**src/rtl/aproc_pkg.sv**
```systemverilog
package aproc_pkg;
    localparam int ADDR_W   = 7;
    localparam int VOL_W    = 7;
    localparam int CA_W     = 7;
    localparam int CB_W     = 5;
    localparam int REG_N    = 4;
    localparam int IDX_W    = $clog2(REG_N);
    localparam int BYTE_W   = 8;
    localparam int CNT_W    = $clog2(BYTE_W) + 1;
    localparam int SYNC_N   = 2;

    localparam logic [ADDR_W-2:0] ADDR_HIGH = 6'b101101;
    localparam logic [VOL_W-1:0]  VOL_LOW   = 7'h30;
    localparam logic [VOL_W-1:0]  VOL_HIGH  = 7'h7B;

    localparam logic [IDX_W-1:0] IDX_VOL_R = 2'd0;
    localparam logic [IDX_W-1:0] IDX_VOL_L = 2'd1;
    localparam logic [IDX_W-1:0] IDX_CA    = 2'd2;
    localparam logic [IDX_W-1:0] IDX_CB    = 2'd3;

    localparam logic [CA_W-1:0] CA_RESET = 7'b000_0010;

    typedef enum logic [3:0] {
        ST_IDLE,
        ST_ADDR,
        ST_ADDR_ACK,
        ST_SUB,
        ST_SUB_ACK,
        ST_DATA,
        ST_DATA_ACK,
        ST_READ,
        ST_READ_ACK,
        ST_READ_HOLD
    } state_e;
endpackage

```
**src/rtl/aproc_bus_sync.sv**
```systemverilog
module aproc_bus_sync #(
    parameter int STAGES = aproc_pkg::SYNC_N
) (
    input  logic clk,
    input  logic rst,
    input  logic scl_i,
    input  logic sda_i,
    output logic scl_lvl,
    output logic sda_lvl,
    output logic scl_rise,
    output logic scl_fall,
    output logic bus_start,
    output logic bus_stop
);
    logic [STAGES:0] scl_sh;
    logic [STAGES:0] sda_sh;

    always_ff @(posedge clk or posedge rst) begin
        if (rst) begin
            scl_sh <= '1;
            sda_sh <= '1;
        end else begin
            scl_sh <= {scl_sh[STAGES-1:0], scl_i};
            sda_sh <= {sda_sh[STAGES-1:0], sda_i};
        end
    end

    logic scl_prev;
    logic sda_prev;

    assign scl_lvl   = scl_sh[STAGES-1];
    assign sda_lvl   = sda_sh[STAGES-1];
    assign scl_prev  = scl_sh[STAGES];
    assign sda_prev  = sda_sh[STAGES];
    assign scl_rise  = scl_lvl & ~scl_prev;
    assign scl_fall  = ~scl_lvl & scl_prev;
    assign bus_start = scl_lvl & scl_prev & sda_prev & ~sda_lvl;
    assign bus_stop  = scl_lvl & scl_prev & ~sda_prev & sda_lvl;
endmodule

```
**src/rtl/aproc_bus_fsm.sv**
```systemverilog
module aproc_bus_fsm
    import aproc_pkg::*;
(
    input  logic                clk,
    input  logic                rst,
    input  logic                addr_pin,
    input  logic                sda_lvl,
    input  logic                scl_rise,
    input  logic                scl_fall,
    input  logic                bus_start,
    input  logic                bus_stop,
    input  logic [BYTE_W-1:0]   status,
    output logic                sda_pull,
    output logic                wr_en,
    output logic [IDX_W-1:0]    wr_idx,
    output logic [BYTE_W-2:0]   wr_data,
    output logic                flag_clr,
    output state_e              state_o
);
    state_e              state_q;
    logic [CNT_W-1:0]    bit_cnt;
    logic [BYTE_W-1:0]   rx_sh;
    logic [BYTE_W-1:0]   tx_sh;
    logic [IDX_W-1:0]    ptr;
    logic                rw_q;
    logic [ADDR_W-1:0]   my_addr;
    logic                byte_end;

    assign my_addr  = {ADDR_HIGH, addr_pin};
    assign byte_end = scl_fall && (bit_cnt == CNT_W'(BYTE_W));

    // state register process
    always_ff @(posedge clk or posedge rst) begin
        if (rst) begin
            state_q <= ST_IDLE;
            bit_cnt <= '0;
            rx_sh   <= '0;
            tx_sh   <= '0;
            ptr     <= '0;
            rw_q    <= 1'b0;
        end else if (bus_start) begin
            state_q <= ST_ADDR;
            bit_cnt <= '0;
        end else if (bus_stop) begin
            state_q <= ST_IDLE;
            bit_cnt <= '0;
        end else begin
            unique case (state_q)
                ST_IDLE: state_q <= ST_IDLE;
                ST_ADDR: begin
                    if (scl_rise) begin
                        rx_sh   <= {rx_sh[BYTE_W-2:0], sda_lvl};
                        bit_cnt <= bit_cnt + 1'b1;
                    end else if (byte_end) begin
                        bit_cnt <= '0;
                        if (rx_sh[BYTE_W-1:1] == my_addr) begin
                            rw_q    <= rx_sh[0];
                            state_q <= ST_ADDR_ACK;
                        end else begin
                            state_q <= ST_IDLE;
                        end
                    end
                end
                ST_ADDR_ACK: begin
                    if (scl_fall) begin
                        if (rw_q) begin
                            tx_sh   <= status;
                            state_q <= ST_READ;
                        end else begin
                            state_q <= ST_SUB;
                        end
                    end
                end
                ST_SUB: begin
                    if (scl_rise) begin
                        rx_sh   <= {rx_sh[BYTE_W-2:0], sda_lvl};
                        bit_cnt <= bit_cnt + 1'b1;
                    end else if (byte_end) begin
                        bit_cnt <= '0;
                        ptr     <= rx_sh[IDX_W-1:0];
                        state_q <= ST_SUB_ACK;
                    end
                end
                ST_SUB_ACK: begin
                    if (scl_fall) state_q <= ST_DATA;
                end
                ST_DATA: begin
                    if (scl_rise) begin
                        rx_sh   <= {rx_sh[BYTE_W-2:0], sda_lvl};
                        bit_cnt <= bit_cnt + 1'b1;
                    end else if (byte_end) begin
                        bit_cnt <= '0;
                        ptr     <= ptr + 1'b1;
                        state_q <= ST_DATA_ACK;
                    end
                end
                ST_DATA_ACK: begin
                    if (scl_fall) state_q <= ST_DATA;
                end
                ST_READ: begin
                    if (scl_rise) begin
                        bit_cnt <= bit_cnt + 1'b1;
                    end else if (byte_end) begin
                        bit_cnt <= '0;
                        state_q <= ST_READ_ACK;
                    end else if (scl_fall) begin
                        tx_sh <= {tx_sh[BYTE_W-2:0], 1'b0};
                    end
                end
                ST_READ_ACK: begin
                    if (scl_rise) state_q <= sda_lvl ? ST_IDLE : ST_READ_HOLD;
                end
                ST_READ_HOLD: begin
                    if (scl_fall) begin
                        tx_sh   <= status;
                        state_q <= ST_READ;
                    end
                end
                default: state_q <= ST_IDLE;
            endcase
        end
    end

    // output process
    always_comb begin
        sda_pull = 1'b0;
        wr_en    = 1'b0;
        flag_clr = 1'b0;
        unique case (state_q)
            ST_ADDR_ACK, ST_SUB_ACK, ST_DATA_ACK: sda_pull = 1'b1;
            ST_READ:     sda_pull = ~tx_sh[BYTE_W-1];
            ST_DATA:     wr_en    = byte_end && !bus_start && !bus_stop;
            ST_READ_ACK: flag_clr = scl_rise && sda_lvl && !bus_start && !bus_stop;
            default: begin
                sda_pull = 1'b0;
            end
        endcase
    end

    assign wr_idx  = ptr;
    assign wr_data = rx_sh[BYTE_W-2:0];
    assign state_o = state_q;
endmodule

```
**src/rtl/aproc_regfile.sv**
```systemverilog
module aproc_regfile
    import aproc_pkg::*;
(
    input  logic               clk,
    input  logic               rst,
    input  logic               wr_en,
    input  logic [IDX_W-1:0]   wr_idx,
    input  logic [BYTE_W-2:0]  wr_data,
    input  logic               flag_clr,
    output logic               por_flag,
    output logic [VOL_W-1:0]   vol_r,
    output logic [VOL_W-1:0]   vol_l,
    output logic [1:0]         vol_mute,
    output logic [CA_W-1:0]    ctrl_a,
    output logic [CB_W-1:0]    ctrl_b
);
    always_ff @(posedge clk or posedge rst) begin
        if (rst) begin
            vol_r  <= '0;
            vol_l  <= '0;
            ctrl_a <= CA_RESET;
            ctrl_b <= '0;
        end else if (wr_en) begin
            unique case (wr_idx)
                IDX_VOL_R: vol_r  <= wr_data[VOL_W-1:0];
                IDX_VOL_L: vol_l  <= wr_data[VOL_W-1:0];
                IDX_CA:    ctrl_a <= wr_data[CA_W-1:0];
                IDX_CB:    ctrl_b <= wr_data[CB_W-1:0];
                default:   ctrl_b <= ctrl_b;
            endcase
        end
    end

    always_ff @(posedge clk or posedge rst) begin
        if (rst)           por_flag <= 1'b1;
        else if (flag_clr) por_flag <= 1'b0;
    end

    logic [VOL_W-1:0] vol_code [2];
    assign vol_code[0] = vol_r;
    assign vol_code[1] = vol_l;

    for (genvar ch = 0; ch < 2; ch++) begin : g_vol_mute
        assign vol_mute[ch] = (vol_code[ch] < VOL_LOW) || (vol_code[ch] > VOL_HIGH);
    end
endmodule

```
**src/rtl/aproc_ctrl_slave.sv**
```systemverilog
module aproc_ctrl_slave
    import aproc_pkg::*;
(
    input  logic             clk,
    input  logic             por_i,
    input  logic             scl_i,
    input  logic             sda_i,
    output logic             sda_pull_o,
    input  logic             addr_pin_i,
    input  logic             pilot_i,
    output logic [VOL_W-1:0] vol_r_o,
    output logic [VOL_W-1:0] vol_l_o,
    output logic             mute_r_o,
    output logic             mute_l_o,
    output logic             gen_mute_o,
    output logic             line_mute_o,
    output logic             avl_en_o,
    output logic [1:0]       avl_attack_o,
    output logic             avl_fast_decay_o,
    output logic [1:0]       tone_sel_o,
    output logic             tone_flat_o,
    output logic             src_ext_o,
    output logic             force_mono_o,
    output logic             line_stereo_o
);
    logic               scl_lvl, sda_lvl, scl_rise, scl_fall, bus_start, bus_stop;
    logic               wr_en, flag_clr, por_flag;
    logic [IDX_W-1:0]   wr_idx;
    logic [BYTE_W-2:0]  wr_data;
    logic [BYTE_W-1:0]  status;
    logic [1:0]         vol_mute;
    logic [CA_W-1:0]    ctrl_a;
    logic [CB_W-1:0]    ctrl_b;
    state_e             fsm_state;

    aproc_bus_sync u_sync (
        .clk       (clk),
        .rst       (por_i),
        .scl_i     (scl_i),
        .sda_i     (sda_i),
        .scl_lvl   (scl_lvl),
        .sda_lvl   (sda_lvl),
        .scl_rise  (scl_rise),
        .scl_fall  (scl_fall),
        .bus_start (bus_start),
        .bus_stop  (bus_stop)
    );

    assign status = {{(BYTE_W-2){1'b0}}, por_flag, pilot_i};

    aproc_bus_fsm u_fsm (
        .clk       (clk),
        .rst       (por_i),
        .addr_pin  (addr_pin_i),
        .sda_lvl   (sda_lvl),
        .scl_rise  (scl_rise),
        .scl_fall  (scl_fall),
        .bus_start (bus_start),
        .bus_stop  (bus_stop),
        .status    (status),
        .sda_pull  (sda_pull_o),
        .wr_en     (wr_en),
        .wr_idx    (wr_idx),
        .wr_data   (wr_data),
        .flag_clr  (flag_clr),
        .state_o   (fsm_state)
    );

    aproc_regfile u_regs (
        .clk      (clk),
        .rst      (por_i),
        .wr_en    (wr_en),
        .wr_idx   (wr_idx),
        .wr_data  (wr_data),
        .flag_clr (flag_clr),
        .por_flag (por_flag),
        .vol_r    (vol_r_o),
        .vol_l    (vol_l_o),
        .vol_mute (vol_mute),
        .ctrl_a   (ctrl_a),
        .ctrl_b   (ctrl_b)
    );

    assign mute_r_o         = vol_mute[0];
    assign mute_l_o         = vol_mute[1];
    assign line_stereo_o    = ctrl_a[0] & pilot_i;
    assign gen_mute_o       = ctrl_a[1];
    assign avl_en_o         = ctrl_a[2];
    assign avl_fast_decay_o = ctrl_a[3];
    assign avl_attack_o     = ctrl_a[5:4];
    assign line_mute_o      = ctrl_a[6];
    assign tone_sel_o       = ctrl_b[1:0];
    assign src_ext_o        = ctrl_b[2];
    assign force_mono_o     = ctrl_b[3];
    assign tone_flat_o      = ctrl_b[4];
endmodule

```
**config.mk**
```make
export PLATFORM = sky130hd
export DESIGN_NAME = aproc_ctrl_slave
export DESIGN_NICKNAME = d
export VERILOG_FILES = /design/src/rtl/aproc_pkg.sv /design/src/rtl/aproc_bus_sync.sv /design/src/rtl/aproc_bus_fsm.sv /design/src/rtl/aproc_regfile.sv /design/src/rtl/aproc_ctrl_slave.sv
export SDC_FILE = /design/constraint.sdc
export NUM_CORES = 1
export LEC_CHECK = 0
export CAP_MARGIN = 30
export CORE_ASPECT_RATIO = 0.8
export CORE_UTILIZATION = 59
export DETAILED_ROUTE_END_ITERATION = 7
export GPL_ROUTABILITY_DRIVEN = 0
export PLACE_DENSITY = 0.91
export SLEW_MARGIN = 10
export SYNTH_ARGS = -nofsm -noshare
export SYNTH_HDL_FRONTEND = slang
export SYNTH_SLANG_ARGS = --single-unit
```
**constraint.sdc**
```tcl
create_clock -name clk -period 3.05 [get_ports clk]
set_input_delay 0.61 -clock clk [delete_from_list [all_inputs] [get_ports clk]]
set_output_delay 0.61 -clock clk [all_outputs]
set_load 0.02 [all_outputs]
```
==> impl_metrics.prom, run 1 <==
# TYPE chip_impl_metric gauge
chip_impl_metric{name="ctsHoldBuffers",unit=""} 0
chip_impl_metric{name="timing.clock.skew",unit="ns"} 0.00790
chip_impl_metric{name="floorplan.io_pins",unit=""} 35
chip_impl_metric{name="final_layout_size_suffix_gt1_share",unit="%"} 25.7
chip_impl_metric{name="routed_wl",unit="um"} 5550
chip_impl_info{name="tritoncts",value="yes"} 1
chip_impl_metric{name="netlist_instances",unit=""} 233
chip_impl_metric{name="finalSetupViolations",unit=""} 0
chip_impl_metric{name="routed_via_density",unit=""} 5.79
chip_impl_info{name="mostFrequentLayoutCells",value="dfrtp_1, mux2_2, clkdlybuf4s50_1"} 1
chip_impl_metric{name="switching_share",unit="%"} 25.5
chip_impl_metric{name="worstPathArrival",unit="ns"} 2.19
chip_impl_metric{name="total_clock_sinks",unit=""} 60
chip_impl_metric{name="post-dp-hpwl",unit="um"} 3740
chip_impl_metric{name="remaining_drc_errors",unit=""} 0
chip_impl_metric{name="cap_violations",unit=""} 0
chip_impl_metric{name="post_syn_area_per_cell",unit="um^2"} 11.9
chip_impl_metric{name="fmax",unit="MHz"} 357
chip_impl_metric{name="drt_pre_antenna_iters",unit=""} 4
chip_impl_info{name="worst_setup_path_end_kind",value="output pin"} 1
chip_impl_metric{name="detailroute.via_count",unit=""} 1927
chip_impl_info{name="run_status",value="finished, final reports clean"} 1
chip_impl_metric{name="die_span_in_x",unit="um"} 78.7
chip_impl_metric{name="clock_transition_at_the_registers_of_the_reported_paths",unit="ns"} 0.07
chip_impl_info{name="criticalPathCategory",value="flop to output pin"} 1
chip_impl_metric{name="placement.io_buffers",unit=""} 34
chip_impl_metric{name="avgRoutedWirePerCell",unit="um"} 16.7
chip_impl_metric{name="clock_latency",unit="ns"} 0.34
chip_impl_metric{name="final.hold.worst_slack",unit="ns"} 0.357
chip_impl_metric{name="period_needed",unit="ns"} 2.80
chip_impl_metric{name="die_h",unit="um"} 63.4
chip_impl_info{name="most_common_cell_after_layout_fill_and_taps_aside",value="dfrtp_1"} 1
chip_impl_info{name="hold_path_class",value="flop to flop"} 1
chip_impl_metric{name="ant_nets",unit=""} 0
chip_impl_metric{name="floorplan.core_area",unit="um^2"} 4360
chip_impl_metric{name="fin_hold_viols",unit=""} 0
chip_impl_metric{name="ir_worst_vdd",unit="V"} 0.000386
chip_impl_metric{name="grt_antenna_before_repair",unit=""} 0
chip_impl_metric{name="power.density_cell_area",unit="nW/um^2"} 473
chip_impl_metric{name="intPower",unit="mW"} 1.18
chip_impl_metric{name="area_delta_synth_final",unit="%"} 20.4
chip_impl_metric{name="share_seq_of_total_power",unit="%"} 55.0
chip_impl_metric{name="share_comb_of_total_power",unit="%"} 4.9
chip_impl_metric{name="number_of_buffers_on_the_longest_clock_path",unit=""} 2
chip_impl_metric{name="slew_headroom",unit="%"} 68.7
chip_impl_metric{name="number_of_fillers_in_the_final_layout",unit=""} 290
chip_impl_metric{name="h-tree-depth",unit=""} 3
chip_impl_metric{name="worst_slack",unit="ns"} 0.250
chip_impl_metric{name="yosysWarnings",unit=""} 0
chip_impl_metric{name="cts.repair_timing.setup_buffer_count",unit=""} 0
chip_impl_metric{name="postSynthRegisterBits",unit=""} 60
chip_impl_metric{name="static-leakage-power",unit="nW"} 1.53
chip_impl_metric{name="dpl_worst_slack",unit="ns"} 0.644
chip_impl_metric{name="global_route_total_overflow",unit=""} 0
chip_impl_metric{name="layout.nets",unit=""} 283
chip_impl_metric{name="syn_std_cell_area",unit="um^2"} 2780
chip_impl_metric{name="crit_fanout",unit=""} 13
chip_impl_metric{name="initialDrtViolationCount",unit=""} 165
chip_impl_metric{name="area_taken_by_flip_flops_and_latches",unit="um^2"} 1510
chip_impl_metric{name="clock_power_share",unit="%"} 40.1
chip_impl_metric{name="synth-seq-area-share",unit="%"} 54.4
chip_impl_info{name="clock_tree_root_buffer_cell",value="clkbuf_8"} 1
chip_impl_metric{name="drv_slew",unit=""} 0
chip_impl_metric{name="die_area",unit="um^2"} 4990
chip_impl_metric{name="grt_first_pass_wirelength",unit="um"} 9470
chip_impl_metric{name="yosys.cell_types.count",unit=""} 43
chip_impl_info{name="setup.worst_path.start_class",value="flop"} 1
chip_impl_info{name="unrepaired_setup_endpoints_after_global_routing",value="false"} 1
chip_impl_metric{name="finalSetupTns",unit="ns"} 0
chip_impl_metric{name="total_switching_power",unit="uW"} 403
chip_impl_metric{name="quantity_of_gates_resized_following_cts",unit=""} 0
chip_impl_metric{name="first_global_vias",unit=""} 1935
chip_impl_metric{name="antenna-diode-count",unit=""} 0
chip_impl_metric{name="maximum_number_of_pins_on_one_net_before_global_route_repair",unit=""} 61
chip_impl_metric{name="effective_utilization_at_floorplan",unit="%"} 63.7
chip_impl_metric{name="required",unit="ns"} 2.44
chip_impl_metric{name="mappedNetlistNets",unit=""} 245
chip_impl_metric{name="num_rows",unit=""} 21
chip_impl_metric{name="max_slew.worst_pin.slew",unit="ns"} 0.469
chip_impl_metric{name="timing.final.crit_share",unit="%"} 91.8
chip_impl_metric{name="multi_input_area",unit="um^2"} 1160
chip_impl_metric{name="grt_util_all_layers",unit="%"} 25.5
chip_impl_metric{name="cts_buffers",unit=""} 9
[stage by stage]
stage	cells	instance area, um^2	utilization [%]	total power [mW]
after CTS	333	3350	76.7	1.60
after detailed placement	317	3170	72.6	0.963
after global routing	333	3350	76.7	1.65
after floorplan	233	2780	-	0.925
after global placement	317	3170	72.6	0.956
final	333	3350	76.7	1.58
[worst max-delay path, cell delays in order (launching register included)]
cell and delay (ns):
dfrtp_1 0.59, inv_1 0.15, o21ai_0 0.20, nand2_1 0.09
a21oi_1 0.20, clkdlybuf4s50_1 0.63
[power groups by stage]
stage               clock network [mW]  registers (mW)  logic [mW]
finish                           0.636           0.871      0.0769
global route                     0.686           0.878      0.0880
CTS                              0.649           0.871      0.0783
detailed placement                   0           0.886      0.0776
global placement                     0           0.882      0.0741
floorplan                            0           0.858      0.0666
[sequential cells by signal, indices dropped and copies added (netlist names), 2 cells and up]
register       cells
u_fsm.bit_cnt      4
u_regs.vol_r       7
u_fsm.rx_sh        8
u_sync.sda_sh      3
u_regs.vol_l       7
u_fsm.state_o      4
u_regs.ctrl_a      7
u_regs.ctrl_b      5
u_fsm.wr_idx       2
u_fsm.tx_sh        8
u_sync.scl_sh      3
[cells by family after synthesis]
kind of cell,Yosys count,synth area share [%]
fa+ha+maj,6,2.70
flops,60,54.4
xor+xnor,4,1.26
mux,46,18.7
compound gates,33,7.65
simple gates,61,11.6
buf+inv,23,3.74
[metal layers]
layer | routed length, um | vias to the layer above | share of wire [%] | GRT usage (%)
li1 | - | 892 | - | -
met1 | 2520 | 969 | 45 | 33.8
met2 | 2690 | 50 | 48 | 39.3
met3 | 247 | 16 | 4.5 | 8.26
met4 | 94 | 0 | 1.7 | 9.49
met5 | 0 | - | 0 | 0
[cell type report]
type	count	area share, %
clock buffers	11	4.22
clock inverters	5	1.12
inverters	14	1.57
multi-input cells	150	34.8
flip-flops and latches	60	45.2
well taps	57	2.13
repair buffers	36	11.0
[Yosys cell counts]
| master | n | share of area, % |
|---|---|---|
| a211oi_1 | 1 | 0.27 |
| a21oi_1 | 8 | 1.4 |
| a21oi_2 | 1 | 0.32 |
| a222oi_1 | 1 | 0.36 |
| a22o_1 | 2 | 0.63 |
| a311oi_1 | 1 | 0.32 |
| a31oi_1 | 1 | 0.23 |
| and2_1 | 3 | 0.68 |
| buf_1 | 2 | 0.27 |
| buf_2 | 2 | 0.36 |
| buf_4 | 2 | 0.54 |
| buf_6 | 1 | 0.41 |
| clkbuf_1 | 2 | 0.27 |
| dfrtp_1 | 52 | 47 |
| dfstp_2 | 8 | 7.6 |
| ha_1 | 6 | 2.7 |
| inv_1 | 14 | 1.9 |
| mux2_2 | 36 | 15 |
| mux2_4 | 3 | 1.6 |
| mux2i_1 | 7 | 2.5 |
| nand2_1 | 21 | 2.8 |
| nand2b_1 | 3 | 0.68 |
| nand2b_4 | 1 | 0.49 |
| nand3_1 | 1 | 0.18 |
| nand3b_1 | 1 | 0.27 |
| nand4_1 | 3 | 0.68 |
| nand4b_1 | 2 | 0.63 |
| nor2_1 | 10 | 1.4 |
| nor2_2 | 1 | 0.23 |
| nor2b_1 | 2 | 0.45 |
| nor3_1 | 2 | 0.36 |
| nor3b_1 | 2 | 0.54 |
| nor4_1 | 3 | 0.68 |
| o21ai_0 | 11 | 2.0 |
| o22ai_1 | 1 | 0.23 |
| o2bb2ai_1 | 3 | 0.95 |
| o31ai_1 | 2 | 0.54 |
| o41a_1 | 1 | 0.41 |
| or2_2 | 1 | 0.23 |
| or3_1 | 3 | 0.68 |
| or3b_2 | 2 | 0.63 |
| xnor2_1 | 3 | 0.95 |
| xor2_1 | 1 | 0.32 |
[path summary, 6_finish.rpt]
| path | to | depth (start not counted) | slack (ns) | startpoint |
|---|---|---|---|---|
| worst max-delay path | sda_pull_o | 5 | 0.25 | u_fsm.state_o[1]$_DFFE_PP0P_ |
| worst min-delay path | u_sync.scl_sh[1]$_DFF_PP1_ | 0 | 0.36 | u_sync.scl_sh[0]$_DFF_PP1_ |
| worst max register to register | u_fsm.tx_sh[1]$_DFFE_PP0P_ | 5 | 0.70 | u_fsm.state_o[1]$_DFFE_PP0P_ |
| worst min register to register | u_sync.scl_sh[1]$_DFF_PP1_ | 0 | 0.36 | u_sync.scl_sh[0]$_DFF_PP1_ |
| max in group asynchronous | u_sync.scl_sh[1]$_DFF_PP1_ | 3 | 2.11 | por_i |
| min in group asynchronous | u_regs.ctrl_b[2]$_DFFE_PP0P_ | 3 | 0.64 | por_i |
(Power assumes the default switching activity.)
==> run 2: changes to the inputs <==
--- a/config.mk
+++ b/config.mk
@@ -8,6 +8,8 @@
 export CAP_MARGIN = 30
 export CORE_ASPECT_RATIO = 0.8
 export CORE_UTILIZATION = 59
+export CTS_CLUSTER_DIAMETER = 40
+export CTS_CLUSTER_SIZE = 8
 export DETAILED_ROUTE_END_ITERATION = 7
 export GPL_ROUTABILITY_DRIVEN = 0
 export PLACE_DENSITY = 0.91
==> results of run 2 <==
Final layout, timing and power as in run 1 (identical DEF).
==> run 3: changes to the inputs <==
--- a/config.mk
+++ b/config.mk
@@ -12,7 +12,7 @@
 export CTS_CLUSTER_SIZE = 8
 export DETAILED_ROUTE_END_ITERATION = 7
 export GPL_ROUTABILITY_DRIVEN = 0
-export PLACE_DENSITY = 0.91
+export PLACE_DENSITY = 0.94
 export SLEW_MARGIN = 10
 export SYNTH_ARGS = -nofsm -noshare
 export SYNTH_HDL_FRONTEND = slang
==> run 3 against run 2 <==
Largest cell class unchanged. Global-route usage up 1.3 points. Count of clock-buffer cells in the layout up 3. Worst setup slack better by 0.034 ns. Critical path depth unchanged. Maximum frequency up 1.2%. Largest power group unchanged. Final cell count up 0.30%. Clock power up 13%.
==> impl_metrics.prom, run 3 (synthesized netlist as in run 1, its figures left out) <==
# TYPE chip_impl_metric gauge
chip_impl_metric{name="static-leakage-power",unit="nW"} 1.54
chip_impl_metric{name="worstPathArrival",unit="ns"} 2.16
chip_impl_metric{name="clock_power_share",unit="%"} 42.8
chip_impl_info{name="clock_tree_root_buffer_cell",value="clkbuf_8"} 1
chip_impl_metric{name="post-dp-hpwl",unit="um"} 3870
chip_impl_metric{name="final_layout_size_suffix_gt1_share",unit="%"} 25.3
chip_impl_metric{name="share_comb_of_total_power",unit="%"} 4.8
chip_impl_metric{name="cts.repair_timing.setup_buffer_count",unit=""} 0
chip_impl_metric{name="total_switching_power",unit="uW"} 393
chip_impl_metric{name="timing.clock.skew",unit="ns"} 0.0109
chip_impl_metric{name="slew_headroom",unit="%"} 69.3
chip_impl_metric{name="detailroute.via_count",unit=""} 1962
chip_impl_metric{name="initialDrtViolationCount",unit=""} 106
chip_impl_metric{name="floorplan.core_area",unit="um^2"} 4360
chip_impl_metric{name="number_of_fillers_in_the_final_layout",unit=""} 277
chip_impl_metric{name="worst_slack",unit="ns"} 0.284
chip_impl_metric{name="routed_via_density",unit=""} 5.87
chip_impl_metric{name="antenna-diode-count",unit=""} 0
chip_impl_metric{name="grt_util_all_layers",unit="%"} 26.8
chip_impl_metric{name="power.density_cell_area",unit="nW/um^2"} 499
chip_impl_metric{name="area_delta_synth_final",unit="%"} 20.9
chip_impl_metric{name="layout.nets",unit=""} 284
chip_impl_metric{name="fmax",unit="MHz"} 362
chip_impl_metric{name="crit_fanout",unit=""} 13
chip_impl_metric{name="ctsHoldBuffers",unit=""} 0
chip_impl_metric{name="die_h",unit="um"} 63.4
chip_impl_metric{name="grt_util_met2",unit="%"} 42.6
chip_impl_metric{name="total_clock_sinks",unit=""} 60
chip_impl_metric{name="h-tree-depth",unit=""} 3
chip_impl_metric{name="drv_slew",unit=""} 0
chip_impl_info{name="critical_path.top_delay_family",value="buffers and inverters"} 1
chip_impl_info{name="tritoncts",value="yes"} 1
chip_impl_metric{name="max_slew.worst_pin.slew",unit="ns"} 0.461
chip_impl_metric{name="routed_wl",unit="um"} 5830
chip_impl_metric{name="die_area",unit="um^2"} 4990
chip_impl_metric{name="required",unit="ns"} 2.44
chip_impl_metric{name="maximum_number_of_pins_on_one_net_before_global_route_repair",unit=""} 23
chip_impl_metric{name="dpl_worst_slack",unit="ns"} 0.643
chip_impl_metric{name="final_cell_area",unit="um^2"} 3360
chip_impl_metric{name="timing.final.crit_share",unit="%"} 90.7
chip_impl_metric{name="effective_utilization_at_floorplan",unit="%"} 63.7
chip_impl_metric{name="avgRoutedWirePerCell",unit="um"} 17.5
chip_impl_metric{name="quantity_of_gates_resized_following_cts",unit=""} 0
chip_impl_metric{name="cp_slowest_stage_delay",unit="ns"} 0.62
chip_impl_metric{name="first_global_vias",unit=""} 1957
chip_impl_metric{name="grt_first_pass_wirelength",unit="um"} 9830
chip_impl_metric{name="ant_nets",unit=""} 0
chip_impl_metric{name="number_of_buffers_on_the_longest_clock_path",unit=""} 2
chip_impl_metric{name="floorplan.io_pins",unit=""} 35
chip_impl_info{name="setup.worst_path.start_class",value="flop"} 1
chip_impl_info{name="biggestRegsByFlops",value="u_fsm.rx_sh (8), u_fsm.tx_sh (8)"} 1
chip_impl_info{name="hold_path_class",value="flop to flop"} 1
chip_impl_metric{name="fin_hold_viols",unit=""} 0
chip_impl_metric{name="ir_worst_vdd",unit="V"} 0.000409
chip_impl_info{name="criticalPathCategory",value="flop to output pin"} 1
chip_impl_metric{name="clock_latency",unit="ns"} 0.34
chip_impl_metric{name="die_span_in_x",unit="um"} 78.7
chip_impl_info{name="timing.critical_path.slowest_stage_cell",value="clkdlybuf4s50_1"} 1
chip_impl_metric{name="detailed_place.area",unit="um^2"} 3160
chip_impl_metric{name="cts_buffers",unit=""} 9
chip_impl_metric{name="placement.io_buffers",unit=""} 34
chip_impl_metric{name="finalSetupTns",unit="ns"} 0
chip_impl_metric{name="num_rows",unit=""} 21
chip_impl_info{name="busiest_layer",value="met2"} 1
chip_impl_info{name="run_status",value="finished, final reports clean"} 1
chip_impl_metric{name="cap_violations",unit=""} 0
chip_impl_metric{name="intPower",unit="mW"} 1.28
chip_impl_info{name="mostFrequentLayoutCells",value="dfrtp_1, mux2_2, clkdlybuf4s50_1"} 1
chip_impl_info{name="timing.critical_path.cells",value="inv_1 -> o21ai_0 -> nand2_1 -> a21oi_1 -> clkdlybuf4s50_1"} 1
chip_impl_metric{name="grt_antenna_before_repair",unit=""} 0
chip_impl_metric{name="share_seq_of_total_power",unit="%"} 52.4
chip_impl_metric{name="clock_transition_at_the_registers_of_the_reported_paths",unit="ns"} 0.06
chip_impl_metric{name="switching_share",unit="%"} 23.4
chip_impl_metric{name="design_power_total",unit="mW"} 1.68
chip_impl_info{name="worst_setup_path_end_kind",value="output pin"} 1
chip_impl_info{name="unrepaired_setup_endpoints_after_global_routing",value="false"} 1
chip_impl_metric{name="global_route_total_overflow",unit=""} 0
chip_impl_metric{name="met3_usage",unit="%"} 8.26
chip_impl_metric{name="period_needed",unit="ns"} 2.77
chip_impl_metric{name="drt_pre_antenna_iters",unit=""} 4
chip_impl_metric{name="remaining_drc_errors",unit=""} 0
chip_impl_info{name="most_common_cell_after_layout_fill_and_taps_aside",value="dfrtp_1"} 1
chip_impl_metric{name="timing.critical_path.buf_inv",unit=""} 2
chip_impl_metric{name="globalRouteMet1Util",unit="%"} 34.2
chip_impl_metric{name="finalSetupViolations",unit=""} 0
## run 3: changes by cell type in the layout (fill, tap and decap cells not counted), sizes merged
| cell | previous run | this run |
|---|---|---|
| bufinv | 0 | 1 |
| clkbuf | 11 | 14 |
| clkinvlp | 2 | 0 |
| buf | 2 | 3 |
| clkinv | 3 | 1 |
## run 3: stage by stage
stage	hold slack (ns)	std cells	util (%)
after floorplan	0.345	233	-
after global routing	0.369	334	77.1
after CTS	0.368	334	77.1
after detailed placement	0.354	318	72.5
after global placement	0.346	318	72.5
final	0.366	334	77.1
## run 3: power groups by stage
| stage | combinational (mW) | sequential, mW | clock (mW) |
|---|---|---|---|
| after CTS | 0.0812 | 0.877 | 0.729 |
| after floorplan | 0.0666 | 0.858 | 0 |
| after global placement | 0.0727 | 0.883 | 0 |
| final | 0.0799 | 0.878 | 0.718 |
| after detailed placement | 0.0789 | 0.891 | 0 |
| after global routing | 0.0890 | 0.883 | 0.768 |
## run 3: worst paths after layout
kind                                              start                           end  slack [ns]  depth (start not counted)
max                        u_fsm.state_o[1]$_DFFE_PP0P_                    sda_pull_o        0.28                          5
min                          u_sync.scl_sh[0]$_DFF_PP1_    u_sync.scl_sh[1]$_DFF_PP1_        0.37                          0
max reg2reg                u_fsm.state_o[1]$_DFFE_PP0P_    u_fsm.tx_sh[1]$_DFFE_PP0P_        0.66                          5
min reg2reg                  u_sync.scl_sh[0]$_DFF_PP1_    u_sync.scl_sh[1]$_DFF_PP1_        0.37                          0
max in group asynchronous                         por_i    u_sync.scl_sh[1]$_DFF_PP1_        1.79                          3
min in group asynchronous                         por_i  u_regs.ctrl_a[4]$_DFFE_PP0P_        0.58                          2
## run 3: routing by layer
layer  up-vias  routed length (um)
li1        894                   -
met1       988                2520
met5         -                   0
met2        61                2850
met4         0                 193
met3        19                 275
## run 3: area by class of cell
| type | count | area (um^2) | share of cell area (%) |
|---|---|---|---|
| clock buffers | 14 | 163 | 4.84 |
| clock inverters | 2 | 35.0 | 1.04 |
| inverters | 14 | 52.6 | 1.56 |
| multi-input cells | 150 | 1160 | 34.7 |
| flip-flops and latches | 60 | 1510 | 45.0 |
| well taps | 57 | 71.3 | 2.12 |
| repair buffers | 37 | 363 | 10.8 |
## run 3: worst reg2reg max path, stage by stage (launching register included)
cell and delay [ns]:
dfrtp_1 0.59, or3b_2 0.53, a21oi_2 0.21, a21oi_1 0.06, or3_1 0.52, mux2_4 0.37
